$ cat src/rtl/sts_pkg.sv
package sts_pkg;
  typedef enum logic [1:0] {
    ST_IDLE = 2'd0,
    ST_SEND = 2'd1,
    ST_GAP  = 2'd2
  } sts_state_e;

  localparam logic [1:0] CTL_STATUS = 2'b01;
  localparam logic [1:0] CTL_QUIET  = 2'b00;
endpackage

$ cat src/rtl/sts_flag_accum.sv
module sts_flag_accum #(
  parameter int FLAG_W = 4
) (
  input  logic              clk_i,
  input  logic              rst_ni,
  input  logic [FLAG_W-1:0] ev_i,
  input  logic              clr_i,
  input  logic [FLAG_W-1:0] clr_mask_i,
  output logic [FLAG_W-1:0] pend_o
);
  logic [FLAG_W-1:0] pend_q;
  logic [FLAG_W-1:0] keep_w;

  always_comb begin
    keep_w = clr_i ? (pend_q & ~clr_mask_i) : pend_q;
  end

  always_ff @(posedge clk_i) begin
    if (!rst_ni) pend_q <= '0;
    else         pend_q <= keep_w | ev_i;
  end

  assign pend_o = pend_q;

  // a pending flag survives every cycle without a completed transfer
  assert_flag_kept_R9: assert property (@(posedge clk_i) disable iff (!rst_ni)
    !clr_i |=> ((~pend_q & $past(pend_q)) == '0))
    else $error("pending flag lost without completion");
endmodule

$ cat src/rtl/sts_reg_slot.sv
module sts_reg_slot #(
  parameter int              ADDR_W     = 4,
  parameter int              DATA_W     = 8,
  parameter logic [ADDR_W-1:0] PHYID_ADDR = '0
) (
  input  logic              clk_i,
  input  logic              rst_ni,
  input  logic              rd_valid_i,
  output logic              rd_ready_o,
  input  logic [ADDR_W-1:0] rd_addr_i,
  input  logic [DATA_W-1:0] rd_data_i,
  input  logic              sid_req_i,
  input  logic [DATA_W-1:0] sid_data_i,
  input  logic              free_i,
  output logic              full_o,
  output logic [ADDR_W-1:0] addr_o,
  output logic [DATA_W-1:0] data_o
);
  logic              full_q, sid_pend_q;
  logic [ADDR_W-1:0] addr_q;
  logic [DATA_W-1:0] data_q;
  logic              take_sid, take_rd;

  assign rd_ready_o = !full_q && !sid_pend_q && !sid_req_i;
  assign take_sid   = !full_q && sid_pend_q;
  assign take_rd    = rd_valid_i && rd_ready_o;

  always_ff @(posedge clk_i) begin
    if (!rst_ni) begin
      full_q     <= 1'b0;
      sid_pend_q <= 1'b0;
      addr_q     <= '0;
      data_q     <= '0;
    end else begin
      if (take_sid) begin
        full_q     <= 1'b1;
        sid_pend_q <= sid_req_i;
        addr_q     <= PHYID_ADDR;
        data_q     <= sid_data_i;
      end else begin
        if (sid_req_i) sid_pend_q <= 1'b1;
        if (take_rd) begin
          full_q <= 1'b1;
          addr_q <= rd_addr_i;
          data_q <= rd_data_i;
        end else if (free_i) begin
          full_q <= 1'b0;
        end
      end
    end
  end

  assign full_o = full_q;
  assign addr_o = addr_q;
  assign data_o = data_q;

  // a held register stays put until its transfer completes
  assert_slot_hold_R6: assert property (@(posedge clk_i) disable iff (!rst_ni)
    (full_q && !free_i) |=> (full_q && $stable(addr_q) && $stable(data_q)))
    else $error("held register changed before release");

  // a queued self-ID request claims the free slot with the fixed address
  assert_sid_load_R7: assert property (@(posedge clk_i) disable iff (!rst_ni)
    (!full_q && sid_pend_q) |=> (full_q && addr_q == PHYID_ADDR))
    else $error("self-ID register not loaded");
endmodule

$ cat src/rtl/sts_shift_fsm.sv
module sts_shift_fsm
  import sts_pkg::*;
#(
  parameter int FLAG_W = 4,
  parameter int ADDR_W = 4,
  parameter int DATA_W = 8,
  parameter int LANES  = 2
) (
  input  logic              clk_i,
  input  logic              rst_ni,
  input  logic              bus_idle_i,
  input  logic              preempt_i,
  input  logic [FLAG_W-1:0] pend_i,
  input  logic              reg_full_i,
  input  logic [ADDR_W-1:0] reg_addr_i,
  input  logic [DATA_W-1:0] reg_data_i,
  output logic              done_o,
  output logic              done_full_o,
  output logic [FLAG_W-1:0] sent_flags_o,
  output logic [1:0]        ctl_o,
  output logic [LANES-1:0]  dat_o
);
  localparam int WORD_W      = FLAG_W + ADDR_W + DATA_W;
  localparam int FULL_BEATS  = WORD_W / LANES;
  localparam int SHORT_BEATS = FLAG_W / LANES;
  localparam int BEAT_W      = $clog2(FULL_BEATS);
  localparam logic [BEAT_W-1:0] LAST_FULL  = BEAT_W'(FULL_BEATS - 1);
  localparam logic [BEAT_W-1:0] LAST_SHORT = BEAT_W'(SHORT_BEATS - 1);

  sts_state_e        state_q, state_d;
  logic [WORD_W-1:0] word_q;
  logic [BEAT_W-1:0] beat_q;
  logic              full_q;
  logic              sending, start, last_beat, live_beat;
  logic [LANES-1:0]  beat_bits [FULL_BEATS];

  for (genvar b = 0; b < FULL_BEATS; b++) begin : g_beat
    assign beat_bits[b] = word_q[b*LANES +: LANES];
  end

  assign sending   = (state_q == ST_SEND);
  assign start     = !sending && bus_idle_i && ((|pend_i) || reg_full_i);
  assign last_beat = beat_q == (full_q ? LAST_FULL : LAST_SHORT);
  assign live_beat = sending && !preempt_i;

  always_comb begin
    state_d = state_q;
    unique case (state_q)
      ST_IDLE, ST_GAP: state_d = start ? ST_SEND : ST_IDLE;
      ST_SEND:         if (preempt_i || last_beat) state_d = ST_GAP;
      default:         state_d = ST_IDLE;
    endcase
  end

  always_ff @(posedge clk_i) begin
    if (!rst_ni) begin
      state_q <= ST_IDLE;
      word_q  <= '0;
      beat_q  <= '0;
      full_q  <= 1'b0;
    end else begin
      state_q <= state_d;
      if (start) begin
        beat_q <= '0;
        full_q <= reg_full_i;
        word_q <= reg_full_i ? {reg_data_i, reg_addr_i, pend_i}
                             : {{(DATA_W+ADDR_W){1'b0}}, pend_i};
      end else if (live_beat && !last_beat) begin
        beat_q <= beat_q + 1'b1;
      end
    end
  end

  assign done_o       = live_beat && last_beat;
  assign done_full_o  = done_o && full_q;
  assign sent_flags_o = word_q[FLAG_W-1:0];
  assign ctl_o        = live_beat ? CTL_STATUS : CTL_QUIET;
  assign dat_o        = live_beat ? beat_bits[beat_q] : '0;

  // sending only ever follows an idle interface
  assert_start_idle_R2: assert property (@(posedge clk_i) disable iff (!rst_ni)
    $rose(sending) |-> $past(bus_idle_i))
    else $error("transfer began while interface busy");

  // every transfer opens with the lowest bit pair
  assert_first_beat_R3: assert property (@(posedge clk_i) disable iff (!rst_ni)
    $rose(sending) |-> (beat_q == '0))
    else $error("transfer did not begin at beat 0");

  // the flag-only form never goes past its last beat
  assert_short_len_R4: assert property (@(posedge clk_i) disable iff (!rst_ni)
    (sending && !full_q) |-> (beat_q <= LAST_SHORT))
    else $error("short form overran");

  // a preempted beat ends the transfer
  assert_abort_ends_R8: assert property (@(posedge clk_i) disable iff (!rst_ni)
    (sending && preempt_i) |=> !sending)
    else $error("transfer continued after preemption");

  // a quiet cycle follows every finished or aborted transfer
  assert_gap_R10: assert property (@(posedge clk_i) disable iff (!rst_ni)
    (sending && (preempt_i || last_beat)) |=> !sending)
    else $error("no quiet cycle between transfers");
endmodule

$ cat src/rtl/phy_status_tx.sv
module phy_status_tx #(
  parameter int                FLAG_W     = 4,
  parameter int                ADDR_W     = 4,
  parameter int                DATA_W     = 8,
  parameter int                LANES      = 2,
  parameter logic [ADDR_W-1:0] PHYID_ADDR = '0
) (
  input  logic              clk,
  input  logic              rst_n,
  input  logic              bus_idle,
  input  logic              rx_preempt,
  input  logic [FLAG_W-1:0] ev_flags,
  input  logic              sid_done,
  input  logic [DATA_W-1:0] sid_phy_reg,
  input  logic              rd_valid,
  output logic              rd_ready,
  input  logic [ADDR_W-1:0] rd_addr,
  input  logic [DATA_W-1:0] rd_data,
  output logic [1:0]        sts_ctl,
  output logic [LANES-1:0]  sts_dat
);
  logic [FLAG_W-1:0] pend, sent_flags;
  logic              done, done_full, slot_full;
  logic [ADDR_W-1:0] slot_addr;
  logic [DATA_W-1:0] slot_data;

  sts_flag_accum #(.FLAG_W(FLAG_W)) u_flags (
    .clk_i(clk), .rst_ni(rst_n), .ev_i(ev_flags),
    .clr_i(done), .clr_mask_i(sent_flags), .pend_o(pend)
  );

  sts_reg_slot #(.ADDR_W(ADDR_W), .DATA_W(DATA_W), .PHYID_ADDR(PHYID_ADDR)) u_slot (
    .clk_i(clk), .rst_ni(rst_n),
    .rd_valid_i(rd_valid), .rd_ready_o(rd_ready),
    .rd_addr_i(rd_addr), .rd_data_i(rd_data),
    .sid_req_i(sid_done), .sid_data_i(sid_phy_reg),
    .free_i(done_full), .full_o(slot_full),
    .addr_o(slot_addr), .data_o(slot_data)
  );

  sts_shift_fsm #(.FLAG_W(FLAG_W), .ADDR_W(ADDR_W), .DATA_W(DATA_W), .LANES(LANES)) u_fsm (
    .clk_i(clk), .rst_ni(rst_n),
    .bus_idle_i(bus_idle), .preempt_i(rx_preempt),
    .pend_i(pend), .reg_full_i(slot_full),
    .reg_addr_i(slot_addr), .reg_data_i(slot_data),
    .done_o(done), .done_full_o(done_full), .sent_flags_o(sent_flags),
    .ctl_o(sts_ctl), .dat_o(sts_dat)
  );

  // the status code is never on the control lines while a packet arrives
  assert_yield_R8: assert property (@(posedge clk) disable iff (!rst_n)
    rx_preempt |-> (sts_ctl != 2'b01))
    else $error("status driven during preemption");
endmodule

$ cat config.mk
export PLATFORM = sky130hd
export DESIGN_NAME = phy_status_tx
export DESIGN_NICKNAME = d
export VERILOG_FILES = /design/src/rtl/sts_pkg.sv /design/src/rtl/sts_flag_accum.sv /design/src/rtl/sts_reg_slot.sv /design/src/rtl/sts_shift_fsm.sv /design/src/rtl/phy_status_tx.sv
export SDC_FILE = /design/constraint.sdc
export NUM_CORES = 1
export LEC_CHECK = 0
export BUFFER_PORTS_ARGS = -buffer_cell sky130_fd_sc_hd__buf_4
export CAP_MARGIN = 20
export CELL_PAD_IN_SITES_DETAIL_PLACEMENT = 1
export CELL_PAD_IN_SITES_GLOBAL_PLACEMENT = 2
export CORE_UTILIZATION = 30
export DETAILED_ROUTE_END_ITERATION = 10
export HOLD_SLACK_MARGIN = 0.12
export PLACE_DENSITY_LB_ADDON = 0.12
export SLEW_MARGIN = 20
export SYNTH_ARGS = -nofsm -noshare
export SYNTH_HDL_FRONTEND = slang
export SYNTH_SLANG_ARGS = --single-unit
$ cat constraint.sdc
create_clock -name clk -period 1.6 [get_ports clk]
set_clock_uncertainty 0.15 [all_clocks]
set_input_delay 0.08 -clock clk [delete_from_list [all_inputs] [get_ports clk]]
set_output_delay 0.08 -clock clk [all_outputs]
set_load 0.01 [all_outputs]
==> flow_summary_export.csv, run 1 <==
group,metric,value,unit
global_route,grt_max_degree,33,
synth,syn_inst,185,
floorplan,die_h,80.0,µm
critical_path,reg2reg_from,"u_fsm.beat_q[0]",
clocking,clk_pin_slew,0.08,ns
critical_path,path_cells,"buf_12 > mux4_2 > mux2i_2 > nor3_2 > buf_4",
power,clockPowerShare,31.4,%
global_route,grt_pass1_vias,1866,
routing,vias_per_cell,5.11,
critical_path,path_buf_inv,2,
timing,timing.final.crit_share,117,%
clocking,cts-root-buf,"clkbuf_8",
cells_and_area,syn_to_final_growth,55.0,%
timing,setup_viol,27,
synth,yosysWarnings,0,
power,internal_power,1.66,mW
outcome,violations,"setup timing",
routing,wl,5630,µm
global_route,track_usage,19.1,%
critical_path,endpoint_kind,"primary output",
power,swShare,26.5,%
power,powerDensity,797,mW/mm²
timing,rsz0062_at_grt,"true",
placed_design,place_congestion,0.764,
critical_path,crit_family,"multiplexers",
cells_and_area,drive_above_1_share,36.4,%
timing,whs,0.187,ns
worst_hold_path,hold_start,"sid_done",
synth,synthAdderAreaFrac,0.686,%
power,p_leak,1.14,nW
floorplan,initial_core_util,31.0,%
floorplan,die_x,80.0,µm
cells_and_area,layout_commonest_cell,"buf_4",
routing,dr.pass1.iters,4,
synth,postSynthAreaPerCell,9.85,µm²
synth,synth_seq_cells,40,
critical_path,startpoint,"u_fsm.beat_q[0]",
timing,slew_violations,0,
placed_design,portBuffers,33,
power,share_comb_of_total_power,20.2,%
critical_path,required,1.37,ns
synth,synthMuxAreaShare,7.69,%
floorplan,ios,35,
routing,routed-via-count,1790,
clocking,cts_tree,"yes",
synth,ys.flop_type,"dfxtp_1",
timing,setup_ws,-0.279,ns
cells_and_area,final_nets,305,
flow_run,maxCapViolCount,0,
critical_path,arrival,1.65,ns
global_route,antenna_found_initial,0,
synth,synth_cell_types,41,
timing,min_period,1.88,ns
critical_path,critPathSlowestCell,"mux4_2",
clocking,htree_levels,2,
routing,ant_nets,0,
synth,synth_compound_area_share,21.7,%
outcome,status,"finished with violations",
synth,synthTopCellsByArea,"dfxtp_1 (44%), a32o_1 (7.7%), nor3_1 (5.2%), mux4_2 (4.9%), o21ai_0 (3.3%)",
floorplan,placeableCoreArea,0.00589,mm²
power,p_seq_share,48.4,%
synth,synth_edf_count,0,
global_route,grt_pass1_wl,9320,µm
power,switching_power,0.596,mW
clocking,clock-sinks,40,
global_route,overflow,0,
cells_and_area,most-common-layout-cells,"buf_4 (58), dfxtp_1 (36), dlygate4sd3_1 (29), nor3_1 (18)",
placed_design,dp_hpwl,3820,µm
critical_path,cp_max_fo,5,
synth,ys_seq_area_share,43.9,%
timing,fmax,0.532,GHz
cells_and_area,n_antenna_cell,0,
clocking,numCtsBuffers,5,
clocking,max-clock-path-buffers,2,
critical_path,crit_path_max_incr_delay,0.50,ns
synth,yosysTopAreaCellShare,43.9,%
floorplan,die_area,0.00639,mm²
cells_and_area,fillCellCount,671,
synth,synth_nets,216,
critical_path,critical_path_class,"reg -> out",
synth,synth_simple_gate_area_share,19.4,%
synth,async_reset_ff_share,0,%
synth,syn-cell-area,0.00182,mm²
synth,synth-xor-area-share,0,%
floorplan,placementRows,28,
routing,wl_per_cell,16.1,µm
synth,synth_top_area_cell,"dfxtp_1",
cells_and_area,fin_area,0.00283,mm²
routing,drc,0,
worst_hold_path,min_path_type,"in -> reg",
clocking,clk_latency,0.29,ns
routing,drtIter0Drc,64,
power,ir_drop,442,µV
critical_path,cp-start-kind,"register",
placed_design,postPlaceCellArea,0.00229,mm²
synth,synth_top_family_by_area,"compound AO/OA/AOI/OAI gates",
timing,finalHoldViolations,0,
-- per-stage QoR --
| step | setup TNS (ns) | std cells | utilization, % | total power, mW | worst slack, ns |
|---|---|---|---|---|---|
| floorplan | 0 | 185 | - | 1.30 | 0.00383 |
| global placement | -0.446 | 303 | 38.9 | 1.45 | -0.0431 |
| detailed placement | -1.18 | 303 | 38.9 | 1.46 | -0.134 |
| CTS | -2.25 | 345 | 46.8 | 2.25 | -0.284 |
| global route | -4.16 | 350 | 48.0 | 2.39 | -0.357 |
| finish | -2.57 | 350 | 48.0 | 2.25 | -0.279 |
-- kinds of logic after synthesis --
logic type               count (synthesis)
AND/OR/NAND/NOR                         62
adder cells (fa/ha/maj)                  1
flip-flops                              40
multiplexers                             9
AO/OA/AOI/OAI                           49
other                                    1
buffers and inverters                   23
-- per-layer routing --
layer	vias to the layer above	wire (µm)	track usage, %
li1	879	-	-
met1	870	2610	23.9
met2	30	2780	32.8
met3	11	147	3.66
met4	0	87	6.43
met5	-	0	0
-- sequential cells by signal, summed over array words and instances (netlist names) --
| signal | count |
|---|---|
| u_fsm.beat_q | 3 |
| u_fsm.word_q | 16 |
| u_fsm.full_q | 1 |
| u_slot.sid_pend_q | 1 |
| u_slot.full_o | 1 |
| u_slot.data_o | 8 |
| u_flags.pend_o | 4 |
| u_slot.addr_o | 4 |
| u_fsm.state_q | 2 |
-- worst reg2reg max path: cells and delay by family (launching register included) --
kind / cells / cell delay, ns
buf+inv: 2 / 0.24
simple gates: 2 / 0.60
compound gates: 1 / 0.18
fa+ha+maj: 1 / 0.23
flops: 1 / 0.36
-- what timing repair did --
item                                    CTS  global route
gates resized for setup                  13            10
setup buffers                             4             4
cloned                                    1             1
endpoints found under the setup margin   26            35
hold endpoints to repair                 25             0
pin swaps                                21             9
hold buffers                             29             0
-- cell usage after synthesis (3+ instances only) --
library cell  count
buf_2             6
clkbuf_1          3
dfxtp_1          40
mux2i_1           5
inv_1             8
a31oi_1           5
o2111a_1          3
mux4_2            4
nor2_1           10
nor3_1           19
o21ai_0          12
a32o_1           14
a21oi_1           7
nand2_1          14
-- power groups by stage --
stage                     sequential, mW  clock [mW]  combinational (mW)
after floorplan                     1.10           0               0.199
after global placement              1.11           0               0.338
after detailed placement            1.11           0               0.352
after CTS                           1.09       0.728               0.432
after global routing                1.10       0.791               0.499
final                               1.09       0.708               0.455
-- layout make-up --
type | instances | area [µm²] | area share [%]
well taps | 75 | 93.8 | 3.32
inverters | 8 | 30.0 | 1.06
clock buffers | 7 | 86.3 | 3.05
repair buffers | 97 | 841 | 29.7
multi-input cells | 122 | 960 | 34.0
flip-flops and latches | 40 | 808 | 28.6
clock inverters | 1 | 7.51 | 0.266
-- worst paths after layout --
| kind | endpoint | slack (ns) | cells past startpoint |
|---|---|---|---|
| setup reg to reg | u_fsm.beat_q[1] | -0.26 | 6 |
| hold reg to reg | u_slot.addr_o[0] | 0.32 | 2 |
| setup / recovery | sts_dat[1] | -0.28 | 5 |
| hold / removal | u_slot.full_o | 0.19 | 4 |
(Power assumes the default switching activity.)
==> run 2: changes to the inputs <==
- CORE_UTILIZATION: 30 -> 33
- clock period: 1.6 -> 1.75 ns (I/O delays scaled with it)
==> run 2 against run 1 <==
Net effect: the flow still finishes with violations (setup timing); combinational power down 19%; via count fell by 5.8%; hold slack improved by 0.065 ns; final cell count is 6.6% lower; utilization grew 2.5 points; routed wire length shrank 9.8%; global-route usage shrank 0.78 points; sequential share of layout area up 2.1 points; first-iteration DRC count up 13%; clock-buffer cell count down 2; clock power fell by 14%; sequential power fell by 9%; highest routed layer unchanged.
==> flow_summary_export.csv, run 2 (same netlist as run 1, synthesis figures left out) <==
group,metric,value,unit
outcome,status,"finished with violations",
outcome,violations,"setup timing",
global_route,antenna_found_initial,0,
global_route,grt_pass1_vias,1783,
routing,routed-via-count,1687,
global_route,grt_max_degree,41,
placed_design,preCtsSetupSlack,-0.0776,ns
placed_design,dp_hpwl,3420,µm
worst_hold_path,hold_start,"rd_valid",
floorplan,initial_core_util,35.0,%
clocking,htree_levels,2,
floorplan,die_area,0.00583,mm²
clocking,numCtsBuffers,5,
worst_hold_path,min_path_type,"in -> reg",
critical_path,critical_path_class,"reg -> out",
cells_and_area,fin_area,0.00263,mm²
timing,fmax,0.527,GHz
cells_and_area,syn_to_final_growth,44.2,%
routing,drc,0,
critical_path,reg2reg_slack,-0.09,ns
power,p_leak,1.04,nW
clocking,max-clock-path-buffers,2,
cells_and_area,largest_reg_flops,16,
clocking,clk_latency,0.29,ns
floorplan,ios,35,
routing,vias_per_cell,5.16,
power,ir_drop,391,µV
clocking,cts_tree,"yes",
critical_path,reg2reg_from,"u_fsm.beat_q[0]",
routing,wl_per_cell,15.5,µm
cells_and_area,most-common-layout-cells,"buf_4 (47), dfxtp_1 (35), dlygate4sd3_1 (28), nor3_1 (19)",
worst_hold_path,hold-path-endpoint,"u_slot.addr_o[2]",
cells_and_area,drive_above_1_share,31.5,%
floorplan,placementRows,26,
placed_design,portBuffers,33,
cells_and_area,utilization,50.5,%
power,powerDensity,752,mW/mm²
cells_and_area,top_register,"u_fsm.word_q",
timing,rsz0062_at_grt,"true",
clocking,clock-sinks,40,
timing,setup_ws,-0.148,ns
power,p_total,1.98,mW
placed_design,place_congestion,0.697,
critical_path,rr_endpoint,"u_fsm.beat_q[1]",
timing,slew_violations,0,
global_route,overflow,0,
timing,setup_viol,3,
routing,ant_nets,0,
cells_and_area,n_antenna_cell,0,
timing,min_period,1.90,ns
critical_path,endpoint_kind,"primary output",
timing,finalHoldViolations,0,
critical_path,arrival,1.66,ns
critical_path,cp-start-kind,"register",
cells_and_area,final_nets,287,
global_route,track_usage,18.4,%
worst_hold_path,hold_path_depth,5,
floorplan,die_h,76.3,µm
timing,fin_setup_tns,-0.367,ns
critical_path,cp_max_fo,5,
clocking,cts-root-buf,"clkbuf_8",
routing,dr.pass1.iters,4,
routing,drtIter0Drc,72,
cells_and_area,layout_commonest_cell,"buf_4",
placed_design,postPlaceCellArea,0.00216,mm²
timing,timing.final.crit_share,108,%
critical_path,rr_worst_depth,5,
routing,wl,5070,µm
floorplan,die_x,76.3,µm
global_route,grt_pass1_wl,8450,µm
floorplan,placeableCoreArea,0.00520,mm²
clocking,clk_pin_slew,0.08,ns
flow_run,maxCapViolCount,0,
critical_path,required,1.51,ns
run 2: cell types whose count changed in the layout (fill, tap and decap cells not counted), sizes merged:
cell / delta
dlygate4sd3: -1
clkinvlp: -1
clkinv: +3
buf: -17
clkbuf: -2
run 2: critical path, stage by stage (launching register included):
cell,delay [ns]
dfxtp_2,0.34
buf_6,0.13
mux4_2,0.51
mux2i_2,0.17
nor3_1,0.07
buf_4,0.14
run 2: routing by layer:
metal | wire [µm] | part of all wire, % | global-route usage [%]
met5 | 0 | 0 | 0
met4 | 60 | 1.2 | 6.35
met3 | 155 | 3.1 | 4.91
met2 | 2580 | 51 | 32.8
met1 | 2280 | 45 | 21.0
run 2: how the worst max path moves through the flow:
stage / from / to / slack [ns] / cells past startpoint
global placement: u_fsm.beat_q[0] / u_fsm.beat_q[1] / -0.001 / 4
CTS: u_fsm.beat_q[0] / sts_dat[0] / -0.16 / 5
detailed placement: u_fsm.beat_q[0] / u_fsm.beat_q[1] / -0.08 / 4
floorplan: u_fsm.beat_q[0] / u_fsm.beat_q[1] / 0.003 / 4
finish: u_fsm.beat_q[0] / sts_dat[1] / -0.15 / 5
global route: u_fsm.beat_q[0] / sts_dat[0] / -0.24 / 5
run 2: power breakdown:
part	leakage, nW	internal [mW]	switching (mW)
Sequential	0.329	0.960	0.0363
Combinational	0.664	0.204	0.166
Clock	0.0479	0.278	0.332
Total	1.04	1.44	0.534
run 2: repair_timing:
| action | CTS | global route |
|---|---|---|
| resized for setup | 5 | 12 |
| cloned | 0 | 1 |
| setup buffers | 1 | 5 |
| hold endpoints to repair | 27 | 0 |
| hold buffers | 28 | 0 |
| setup endpoints to repair | 9 | 20 |
| pin swaps | 1 | 5 |
run 2: area by class of cell:
cell class / instances / area [µm²]
tap: 70 / 87.6
sequential: 40 / 807
timing repair buffer: 79 / 678
fill: 595 / 2580
clock buffer: 5 / 68.8
multi-input combinational: 122 / 938
clock inverter: 3 / 18.8
inverter: 8 / 30.0
run 2: through the flow:
stage               hold slack, ns  instances
finish                       0.252        327
global route                 0.265        327
CTS                          0.241        322
detailed placement           0.196        285
global placement             0.180        285
floorplan                   0.0549        185
==> run 3: changes to the inputs <==
- PLACE_DENSITY: unset -> 0.87
- PLACE_DENSITY_LB_ADDON: 0.12 -> unset
- RECOVER_POWER: unset -> 100
==> run 3 against run 2 <==
Net effect: the run still ends with setup timing left; hold slack better by 0.030 ns; die area unchanged; global-route usage down 1.6 points; critical path depth unchanged; maximum frequency up 0.35%; flip-flop and latch count unchanged; final cell count down 0.61%; register-to-register slack better by 0.09 ns; critical endpoint unchanged.
==> flow_summary_export.csv, run 3 (same netlist as run 1, synthesis figures left out) <==
group,metric,value,unit
placed_design,place_congestion,0.747,
floorplan,die_x,76.3,µm
critical_path,crit_family,"multiplexers",
global_route,track_usage,16.8,%
routing,wl_per_cell,14.4,µm
outcome,violations,"setup timing",
clocking,cts_tree,"yes",
critical_path,arrival,1.65,ns
cells_and_area,largest_reg_flops,16,
timing,fmax,0.529,GHz
cells_and_area,syn_to_final_growth,41.4,%
cells_and_area,drive_above_1_share,26.3,%
power,switching_power,0.505,mW
power,internal_power,1.46,mW
critical_path,path_cells,"buf_6 > mux4_2 > mux2i_1 > nor3_1 > buf_4",
power,swShare,25.7,%
outcome,status,"finished with violations",
timing,setup_ws,-0.142,ns
power,p_seq_share,50.7,%
critical_path,critical_path_class,"reg -> out",
critical_path,cp_max_fo,5,
routing,ant_nets,0,
power,clockPowerShare,32.1,%
routing,wl,4700,µm
global_route,grt_pass1_wl,7850,µm
clocking,clk_pin_slew,0.08,ns
routing,drtIter0Drc,38,
critical_path,endpoint_kind,"primary output",
critical_path,required,1.51,ns
critical_path,cp-start-kind,"register",
critical_path,critPathSlowestCell,"mux4_2",
timing,timing.final.crit_share,108,%
routing,vias_per_cell,5.16,
timing,whs,0.282,ns
cells_and_area,fillCellCount,594,
power,p_leak,1.01,nW
floorplan,ios,35,
placed_design,preCtsSetupSlack,-0.0492,ns
clocking,htree_levels,2,
routing,drc,0,
flow_run,maxCapViolCount,0,
timing,finalHoldViolations,0,
clocking,numCtsBuffers,5,
clocking,cts-root-buf,"clkbuf_8",
global_route,grt_pass1_vias,1681,
placed_design,dp_hpwl,3140,µm
power,ir_drop,497,µV
cells_and_area,n_antenna_cell,0,
global_route,antenna_found_initial,0,
placed_design,portBuffers,33,
floorplan,die_h,76.3,µm
floorplan,placementRows,26,
timing,slew_violations,0,
global_route,grt_max_degree,22,
cells_and_area,top_register,"u_fsm.word_q",
critical_path,crit_path_max_incr_delay,0.49,ns
cells_and_area,most-common-layout-cells,"buf_4 (37), dfxtp_1 (37), dlygate4sd3_1 (29), nor3_1 (19)",
floorplan,placeableCoreArea,0.00520,mm²
global_route,overflow,0,
clocking,max-clock-path-buffers,2,
routing,dr.pass1.iters,4,
timing,min_period,1.89,ns
routing,routed-via-count,1677,
worst_hold_path,min_path_type,"in -> reg",
cells_and_area,final_nets,285,
clocking,clock-sinks,40,
power,share_comb_of_total_power,17.3,%
timing,setup_viol,3,
power,powerDensity,763,mW/mm²
clocking,clk_latency,0.28,ns
critical_path,path_buf_inv,2,
floorplan,die_area,0.00583,mm²
floorplan,initial_core_util,35.0,%
timing,rsz0062_at_grt,"true",
-- run 3: path summary, 6_finish.rpt --
kind	from	to	slack (ns)	depth (start not counted)
worst min register to register	u_slot.addr_o[2]	u_slot.addr_o[2]	0.32	2
worst max-delay path	u_fsm.beat_q[0]	sts_dat[1]	-0.14	5
worst min-delay path	rd_valid	u_slot.addr_o[2]	0.28	4
worst max register to register	u_flags.pend_o[2]	u_fsm.beat_q[1]	0	4
-- run 3: layout make-up --
| cell class | count | area, µm² | area share [%] |
|---|---|---|---|
| Multi-Input combinational cell | 122 | 930 | 36.1 |
| Clock inverter | 1 | 7.51 | 0.291 |
| Clock buffer | 7 | 86.3 | 3.35 |
| Timing Repair Buffer | 77 | 632 | 24.5 |
| Tap cell | 70 | 87.6 | 3.40 |
| Inverter | 8 | 30.0 | 1.17 |
| Sequential cell | 40 | 805 | 31.2 |
-- run 3: what timing repair did --
action | in CTS | in global routing
pin swaps | 1 | 4
endpoints found under the hold margin | 31 | 0
setup endpoints to repair | 3 | 18
cloned | 0 | 1
resized for setup | 5 | 8
hold buffers | 29 | 0
buffers inserted | 1 | 1
-- run 3: worst register-to-register path, delay by kind of cell (launching register included) --
kind                   cells  cell delay [ns]
AND/OR/NAND/NOR            2             0.76
flip-flops                 1             0.33
AO/OA/AOI/OAI              1             0.23
buffers and inverters      1             0.19
-- run 3: layer usage --
metal | track usage [%] | wire, µm | share of wire [%] | vias up
met5 | 0 | 0 | 0 | -
met4 | 5.00 | 42 | 0.89 | 0
met3 | 3.59 | 114 | 2.4 | 4
met2 | 29.5 | 2360 | 50 | 24
met1 | 20.3 | 2180 | 46 | 817
li1 | - | - | - | 832
-- run 3: per-stage QoR --
stage | power, mW | area (µm²) | setup TNS [ns] | std cells | utilization (%)
2_1_floorplan | 1.18 | 1820 | 0 | 185 | -
3_3_place_gp | 1.30 | 2170 | -0.00996 | 286 | 41.7
3_5_place_dp | 1.30 | 2170 | -0.0492 | 286 | 41.7
4_1_cts | 1.99 | 2580 | -0.307 | 324 | 49.6
5_1_grt | 2.07 | 2580 | -0.887 | 325 | 49.5
6_report | 1.97 | 2580 | -0.266 | 325 | 49.5
-- run 3: power groups by stage --
stage          registers, mW  logic [mW]  clock network (mW)
2_1_floorplan           1.00       0.179                   0
3_3_place_gp            1.01       0.281                   0
3_5_place_dp            1.02       0.285                   0
4_1_cts                0.995       0.343               0.651
5_1_grt                 1.00       0.374               0.691
6_report               0.997       0.340               0.631
